## src/rtl/bdt_pkg.sv

```systemverilog
package bdt_pkg;

    localparam int DEF_BYTE_W  = 8;
    localparam int DEF_NUM_SRC = 8;

    // bit of the control byte that carries the run command
    localparam int CTRL_RUN_BIT = 3;

    typedef enum logic [1:0] {
        ADDR_DIV_HI = 2'd0,
        ADDR_DIV_LO = 2'd1,
        ADDR_CTRL   = 2'd2,
        ADDR_NONE   = 2'd3
    } reg_addr_e;

endpackage

```

## src/rtl/bdt_regs.sv

```systemverilog
module bdt_regs
    import bdt_pkg::*;
#(
    parameter int BYTE_W = DEF_BYTE_W,
    parameter int SEL_W  = 3
) (
    input  logic                  clk,
    input  logic                  rst,
    input  logic                  wr_en,
    input  logic [1:0]            wr_addr,
    input  logic [BYTE_W-1:0]     wr_data,
    output logic [2*BYTE_W-1:0]   preset,
    output logic [SEL_W-1:0]      src_sel,
    output logic                  run,
    output logic                  start
);
    logic [BYTE_W-1:0] hi_q, lo_q;
    logic [SEL_W-1:0]  sel_q;
    logic              run_q;
    reg_addr_e         addr;

    assign addr = reg_addr_e'(wr_addr);

    // start: a run command that arrives while stopped
    always_comb begin
        start = wr_en && (addr == ADDR_CTRL) && wr_data[CTRL_RUN_BIT] && !run_q;
    end

    always_ff @(posedge clk) begin
        if (rst) begin
            hi_q  <= '0;
            lo_q  <= '0;
            sel_q <= '0;
            run_q <= 1'b0;
        end else if (wr_en) begin
            case (addr)
                ADDR_DIV_HI: hi_q <= wr_data;
                ADDR_DIV_LO: lo_q <= wr_data;
                ADDR_CTRL: begin
                    sel_q <= wr_data[SEL_W-1:0];
                    run_q <= wr_data[CTRL_RUN_BIT];
                end
                default: ;
            endcase
        end
    end

    assign preset  = {hi_q, lo_q};
    assign src_sel = sel_q;
    assign run     = run_q;
endmodule

```

## src/rtl/bdt_src_mux.sv

```systemverilog
module bdt_src_mux #(
    parameter int NUM_SRC = 8,
    parameter int SEL_W   = 3
) (
    input  logic [NUM_SRC-1:0] src,
    input  logic [SEL_W-1:0]   sel,
    output logic               step
);
    always_comb begin
        step = 1'b0;
        for (int i = 0; i < NUM_SRC; i++) begin
            if (sel == SEL_W'(i)) step = src[i];
        end
    end
endmodule

```

## src/rtl/bdt_counter.sv

```systemverilog
module bdt_counter #(
    parameter int DIV_W = 16,
    localparam int CNT_W = DIV_W + 1
) (
    input  logic             clk,
    input  logic             rst,
    input  logic             start,
    input  logic             run,
    input  logic             step,
    input  logic [DIV_W-1:0] preset,
    output logic             wave,
    output logic             tick,
    output logic [CNT_W-1:0] cnt
);
    // a zero divisor stands for the full range
    function automatic logic [CNT_W-1:0] eff_div(input logic [DIV_W-1:0] d);
        if (d == '0) return CNT_W'(1) << DIV_W;
        return {1'b0, d};
    endfunction

    always_ff @(posedge clk) begin
        if (rst) begin
            cnt  <= '0;
            wave <= 1'b0;
            tick <= 1'b0;
        end else begin
            tick <= 1'b0;
            if (start) begin
                cnt <= eff_div(preset);
            end else if (run && step) begin
                if (cnt == CNT_W'(1)) begin
                    cnt  <= eff_div(preset);
                    wave <= ~wave;
                    tick <= ~wave;
                end else begin
                    cnt <= cnt - CNT_W'(1);
                end
            end
        end
    end
endmodule

```

## src/rtl/baud_div_timer.sv

```systemverilog
module baud_div_timer
    import bdt_pkg::*;
#(
    parameter int BYTE_W  = DEF_BYTE_W,
    parameter int NUM_SRC = DEF_NUM_SRC
) (
    input  logic               clk,
    input  logic               rst,
    input  logic [NUM_SRC-1:0] src_pulse_i,
    input  logic               wr_en_i,
    input  logic [1:0]         wr_addr_i,
    input  logic [BYTE_W-1:0]  wr_data_i,
    output logic               wave_o,
    output logic               tick_o
);
    localparam int DIV_W = 2 * BYTE_W;
    localparam int SEL_W = (NUM_SRC > 1) ? $clog2(NUM_SRC) : 1;
    localparam int CNT_W = DIV_W + 1;

    logic [DIV_W-1:0] preset_w;
    logic [SEL_W-1:0] sel_w;
    logic             run_w, start_w, step_w;
    logic [CNT_W-1:0] cnt_w;

    bdt_regs #(.BYTE_W(BYTE_W), .SEL_W(SEL_W)) u_regs (
        .clk(clk), .rst(rst),
        .wr_en(wr_en_i), .wr_addr(wr_addr_i), .wr_data(wr_data_i),
        .preset(preset_w), .src_sel(sel_w), .run(run_w), .start(start_w)
    );

    bdt_src_mux #(.NUM_SRC(NUM_SRC), .SEL_W(SEL_W)) u_mux (
        .src(src_pulse_i), .sel(sel_w), .step(step_w)
    );

    bdt_counter #(.DIV_W(DIV_W)) u_cnt (
        .clk(clk), .rst(rst),
        .start(start_w), .run(run_w), .step(step_w), .preset(preset_w),
        .wave(wave_o), .tick(tick_o), .cnt(cnt_w)
    );
endmodule

```

## config.mk

```make
export PLATFORM = sky130hd
export DESIGN_NAME = baud_div_timer
export DESIGN_NICKNAME = d
export VERILOG_FILES = /design/src/rtl/bdt_pkg.sv /design/src/rtl/bdt_regs.sv /design/src/rtl/bdt_src_mux.sv /design/src/rtl/bdt_counter.sv /design/src/rtl/baud_div_timer.sv
export SDC_FILE = /design/constraint.sdc
export NUM_CORES = 1
export LEC_CHECK = 0
export BUFFER_PORTS_ARGS = -buffer_cell sky130_fd_sc_hd__buf_4
export CORE_UTILIZATION = 44
export DETAILED_ROUTE_END_ITERATION = 10
export GPL_ROUTABILITY_DRIVEN = 1
export PLACE_DENSITY_LB_ADDON = 0.25
export SLEW_MARGIN = 20
export SYNTH_ARGS = -nofsm -noshare
export SYNTH_HDL_FRONTEND = slang
export SYNTH_SLANG_ARGS = --single-unit
```

## constraint.sdc

```tcl
create_clock -name clk -period 2.6 [get_ports clk]
set_input_delay 0.13 -clock clk [delete_from_list [all_inputs] [get_ports clk]]
set_output_delay 0.13 -clock clk [all_outputs]
set_load 0.02 [all_outputs]
```

# Word-level counts from Yosys, hierarchy flattened
# Index checks and enable logic that the tools add are counted.
[totals] regBits=39 latchBits=0 ramBits=0 mem_bits_ro=0 inputBits=21 output_inout_bits=2 n_memories=0
[op_classes] add_sub_neg=1 mul=0 n_div=0 order_cmp=0 n_eq_ne=10 n_shift=0 mux=21 n_bitwise=4 reduce_logical=14
[op_table] op="2-to-1 mux 17 bit" n=6
[op_table] op="== test 17 x 1 -> 1 bit (second input constant)" n=1
[op_table] op="subtractor 17 x 1 -> 17 bit (second input constant)" n=1
[op_table] op="zero test 16 bit" n=1
[op_table] op="2-to-1 mux 1 bit" n=15
[op_table] op="== test 3 bit (second input constant)" n=4
[op_table] op="== test 3 x 2 -> 1 bit (second input constant)" n=2
[op_table] op="AND reduction 2 bit" n=3
[op_table] op="logical AND 1 bit" n=4
[op_table] op="NOT 1 bit" n=4
[op_table] op="OR reduction 4 bit" n=1
[op_table] op="== test 3 x 1 -> 1 bit (second input constant)" n=1
[op_table] op="zero test 3 bit" n=1
[op_table] op="AND reduction 3 bit" n=1
[op_table] op="== test 2 x 1 -> 1 bit (second input constant)" n=1
[op_table] op="== test 2 bit (second input constant)" n=1
[op_table] op="zero test 2 bit" n=1
[op_table] op="nonzero test 2 bit" n=1
[op_table] op="zero test 1 bit" n=1

# Longest topological paths before layout
[logic_depth] word_depth=17 depth_mapped=7

# Hierarchy
# Synthesis repeated with hierarchy kept, for this count alone.
[hier_totals] cells_unflattened=244 hier_area_um2=2252.2
[by_module_without_submodules] mod="bdt_counter" n_inst=1 cells_each=162 area_per_inst_um2=1340.0 seq_area_each_um2=380.4
[by_module_without_submodules] mod="bdt_regs" n_inst=1 cells_each=79 area_per_inst_um2=848.3 seq_area_each_um2=400.4
[by_module_without_submodules] mod="bdt_src_mux" n_inst=1 cells_each=3 area_per_inst_um2=63.8 seq_area_each_um2=0.0

# Least setup slack after synthesis
# No wires, ideal clock.
[synth_path] path_kind="reg-to-reg" startpoint="register u_cnt.cnt[0]" endpoint="register u_cnt.cnt[12]" setup_ns=0.127 t_arrival_ns=1.861 required_time_ns=2.473 setup_slack_ns=0.612 stages_incl_launch_ff=8 path_cell_list="dfxtp_1 inv_1 ha_1 or4b_1 nor4_1 a21oi_1 o211a_1 or3_1"
[synth_via] elab_chain_cells=4 word_cells_on_any_way=5 classes_between="add/sub: 1; eq/ne: 1; mux: 3"
[synth_lines] item="start, declared" line="bdt_counter.sv:13" text="output logic [CNT_W-1:0] cnt"
[synth_lines] item="start signal, assigned" line="bdt_counter.sv:29" text="cnt <= eff_div(preset);"
[synth_lines] item="start signal, assigned" line="bdt_counter.sv:32" text="cnt <= eff_div(preset);"
[synth_lines] item="start signal, assigned" line="bdt_counter.sv:36" text="cnt <= cnt - CNT_W'(1);"
[synth_lines] item="subtractor 17 x 1 -> 17 bit or == test 17 x 1 -> 1 bit (tied branches)" line="bdt_counter.sv:36, bdt_counter.sv:31"
[synth_lines] item="2-to-1 mux 17 bit (*)" line="bdt_counter.sv:31" text="if (cnt == CNT_W'(1)) begin"
[synth_lines] item="2-to-1 mux 17 bit (*)" line="bdt_counter.sv:30" text="end else if (run && step) begin"
[synth_lines] item="2-to-1 mux 17 bit (*)" line="bdt_counter.sv:28" text="if (start) begin"
# Mark *: on every way between the ends. The rest lies on a longest branch, timed or not. The select of a mux whose other input is x is not followed.
# A chain may end at the register's enable or synchronous reset.

# Worst setup path in the final report
# Ends and elaborated chain as after synthesis.

==> flow_metrics.tcl <==
set metrics [dict create \
    status "finished, final reports clean" \
    period_minus_slack_ns 2.23 \
    path_clk_slew_ns 0.09 \
    diodes 0 \
    synth-compound-area-share_pct 23.1 \
    swShare_pct 30.0 \
    antenna_found_initial 0 \
    overflow 0 \
    power_leakage_nw 1.04 \
    critical_path_class "flip-flop to flip-flop" \
    postSynthAreaPerCell_um2 8.47 \
    synth-warning-count 0 \
    cts_tree "done" \
    synth_enable_flop_cells 0 \
    synth_top_area_share_pct 34.7 \
    clockBufferDepth 2 \
    p_switching_uw 446 \
    slew_violations 0 \
    synth_area_um2 2250 \
    cts_resized 0 \
    cts_root_buffer "clkbuf_8" \
    dr.first_iter.drc_count 262 \
    hold_viol 0 \
    max_slew_margin_pct 42.8 \
    cap_violations 0 \
    drt_wl_total_um 5900 \
    start_util_pct 46.8 \
    ys_seq_area_share_pct 34.7 \
    hold_ws_ns 0.0675 \
    synth-simple-area-share_pct 26.1 \
    postCtsSetupBuffers 0 \
    setup_tns_ns 0 \
    row_count 25 \
    synth_xor_area_share_pct 0.389 \
    via_per_inst 6.18 \
    ant_nets 0 \
    rsz0062_at_grt "false" \
    hold_buffers 0 \
    io_pins 23 \
    synth_mux_area_share_pct 9.83 \
    routedWlPerCell_um 16.8 \
    peakVddDrop_mv 0.329 \
    dr.pass1.iters 5 \
    fin_nets 306 \
    seq_power_share_pct 43.3 \
    synth_top_flop_cell "dfxtp_1" \
    routed-via-count 2168 \
    dpl.hpwl_um 4150 \
    max_freq_mhz 447 \
    finalClockSkew_ns 0.00332 \
    synth_top_family_by_area "simple AND/OR/NAND/NOR gates" \
    r2r_cells 7 \
    drive_gt1_share_pct 18.0 \
    synth_cell_type_count 57 \
    synthCells 266 \
    dieArea_um2 5410 \
    synthTopCellsByCount "39 x dfxtp_1, 28 x nor2_1, 21 x mux2i_1, 16 x a21oi_1, 11 x nand2_1" \
    numCtsBuffers 5 \
    r2r_slack_ns 0.37 \
    multi_input_area_um2 1360 \
    grt_pass1_wl_um 9680 \
    synth_top_cell_by_area "dfxtp_1" \
    holdCritPathClass "primary input to flip-flop" \
    crit_required_ns 2.79 \
    clk_latency_ns 0.31 \
    cp-start-kind "flip-flop" \
    final-seq-area_um2 781 \
    synthArstFlopShare_pct 0 \
    synth_fp_nets 289 \
    area_growth_pct 14.4 \
    crit_path_end_kind "flip-flop" \
    core-area_um2 4820 \
    p_comb_share_pct 20.0 \
    synth-seq-cells 39 \
    intPower_mw 1.04 \
    period_share_pct 86.0 \
    finalSetupViolCount 0 \
    power_frac_clock_pct 36.7 \
    fillers 491 \
    synthTopCellsByArea "dfxtp_1 35%, mux2i_1 9.3%, nor2_1 4.7%, a21oi_1 3.6%, a211oi_1 2.7%" \
    worstMarginPinSlew_ns 0.857 \
    min_path_cells 3 \
    grt_max_degree 44 \
    cp.arrival_ns 2.43 \
    power.density_nw_per_um2 578 \
    cts-htree-levels 2 \
    io_buffers 22 \
    drcViolationCount 0 \
    grtUsageTotal_pct 23.7 \
    clock-sinks 39 \
    gp_congestion 0.891 \
    dieHeight_um 73.5 \
    crit_path_max_fanout 7 \
    grt_pass1_vias 1937 \
    yosysMostFrequentCell "dfxtp_1" \
    synth_fa_ha_area_share_pct 1.11 \
    die_w_um 73.5 \
]
area by class of cell:
cell class | instances | area share [%]
Clock inverter | 3 | 1.85
Sequential cell | 39 | 30.3
Tap cell | 67 | 3.25
Timing Repair Buffer | 28 | 8.16
Inverter | 6 | 0.874
Multi-Input combinational cell | 203 | 52.9
Clock buffer | 5 | 2.67
flip-flops by register name, indices dropped and copies added, names as in the netlist:
signal,flops
u_regs.lo_q,8
u_cnt.tick,1
u_regs.src_sel,3
u_regs.run,1
u_cnt.cnt,17
u_cnt.wave,1
u_regs.hi_q,8
logic make-up (layout without fill, tap and decap cells):
logic type	Yosys count	count (layout)
AND/OR/NAND/NOR	106	106
buffers and inverters	24	42
multiplexers	22	22
AO/OA/AOI/OAI	72	72
adder cells (fa/ha/maj)	2	2
XOR/XNOR	1	1
flip-flops	39	39
worst max-delay path, cell delays in order (launching register included):
cell,delay [ns]
dfxtp_1,0.36
inv_1,0.10
ha_1,0.31
or4b_1,0.53
nor4_1,0.20
a21oi_1,0.09
o211a_1,0.20
or3_1,0.33
power by group through the flow:
| stage | clock, mW | sequential [mW] | combinational [mW] |
|---|---|---|---|
| floorplan | 0 | 0.650 | 0.211 |
| global placement | 0 | 0.657 | 0.289 |
| detailed placement | 0 | 0.657 | 0.291 |
| CTS | 0.549 | 0.644 | 0.293 |
| global route | 0.577 | 0.648 | 0.326 |
| finish | 0.546 | 0.644 | 0.298 |
layout by cell type, fill, tap and decap left out, types with 2 or more instances in the layout:
cell,netlist,routed
a2111oi_1,2,2
a211o_1,2,2
a211oi_1,8,8
a21o_1,2,2
a21oi_1,16,16
a31oi_1,5,5
and3_1,5,5
buf_4,1,28
clkbuf_8,0,5
dfxtp_1,39,39
ha_1,2,2
inv_1,6,6
mux2i_1,21,21
nand2_1,11,11
nand2b_1,5,5
nand3_1,10,10
nand3b_1,2,2
nand4_1,3,3
nor2_1,28,28
nor2b_1,3,3
nor3_1,10,10
nor3_2,2,2
nor4_1,6,6
nor4b_1,2,2
o2111ai_1,2,2
o211ai_1,7,7
o21ai_0,10,10
o21ai_2,2,2
o22ai_2,2,2
o311ai_0,2,2
o32a_1,2,2
or2_2,2,2
or3_1,5,5
or4_1,3,3
metal layers:
layer	vias up	GRT usage, %	part of all wire, %	wire, um
met4	0	7.91	2.2	130
met3	14	5.08	6.8	400
li1	1047	-	-	-
met2	87	35.7	44	2590
met1	1020	33.6	47	2770
met5	-	0	0	0
stage by stage:
step	instance area, um2	instances	util [%]	power (mW)	setup slack, ns
floorplan	2250	266	-	0.861	0.612
global placement	2460	343	51.1	0.945	0.480
detailed placement	2460	343	51.1	0.948	0.437
CTS	2580	351	53.5	1.49	0.415
global route	2580	351	53.5	1.55	0.130
finish	2580	351	53.5	1.49	0.365
path summary, 6_finish.rpt:
| kind | end | start |
|---|---|---|
| hold reg to reg | u_cnt.tick | u_cnt.wave |
| setup reg to reg | u_cnt.cnt[12] | u_cnt.cnt[0] |
| hold / removal | u_regs.lo_q[4] | wr_data_i[4] |
| setup / recovery | u_cnt.cnt[12] | u_cnt.cnt[0] |
Note: power is estimated with default switching activity, not from simulation.
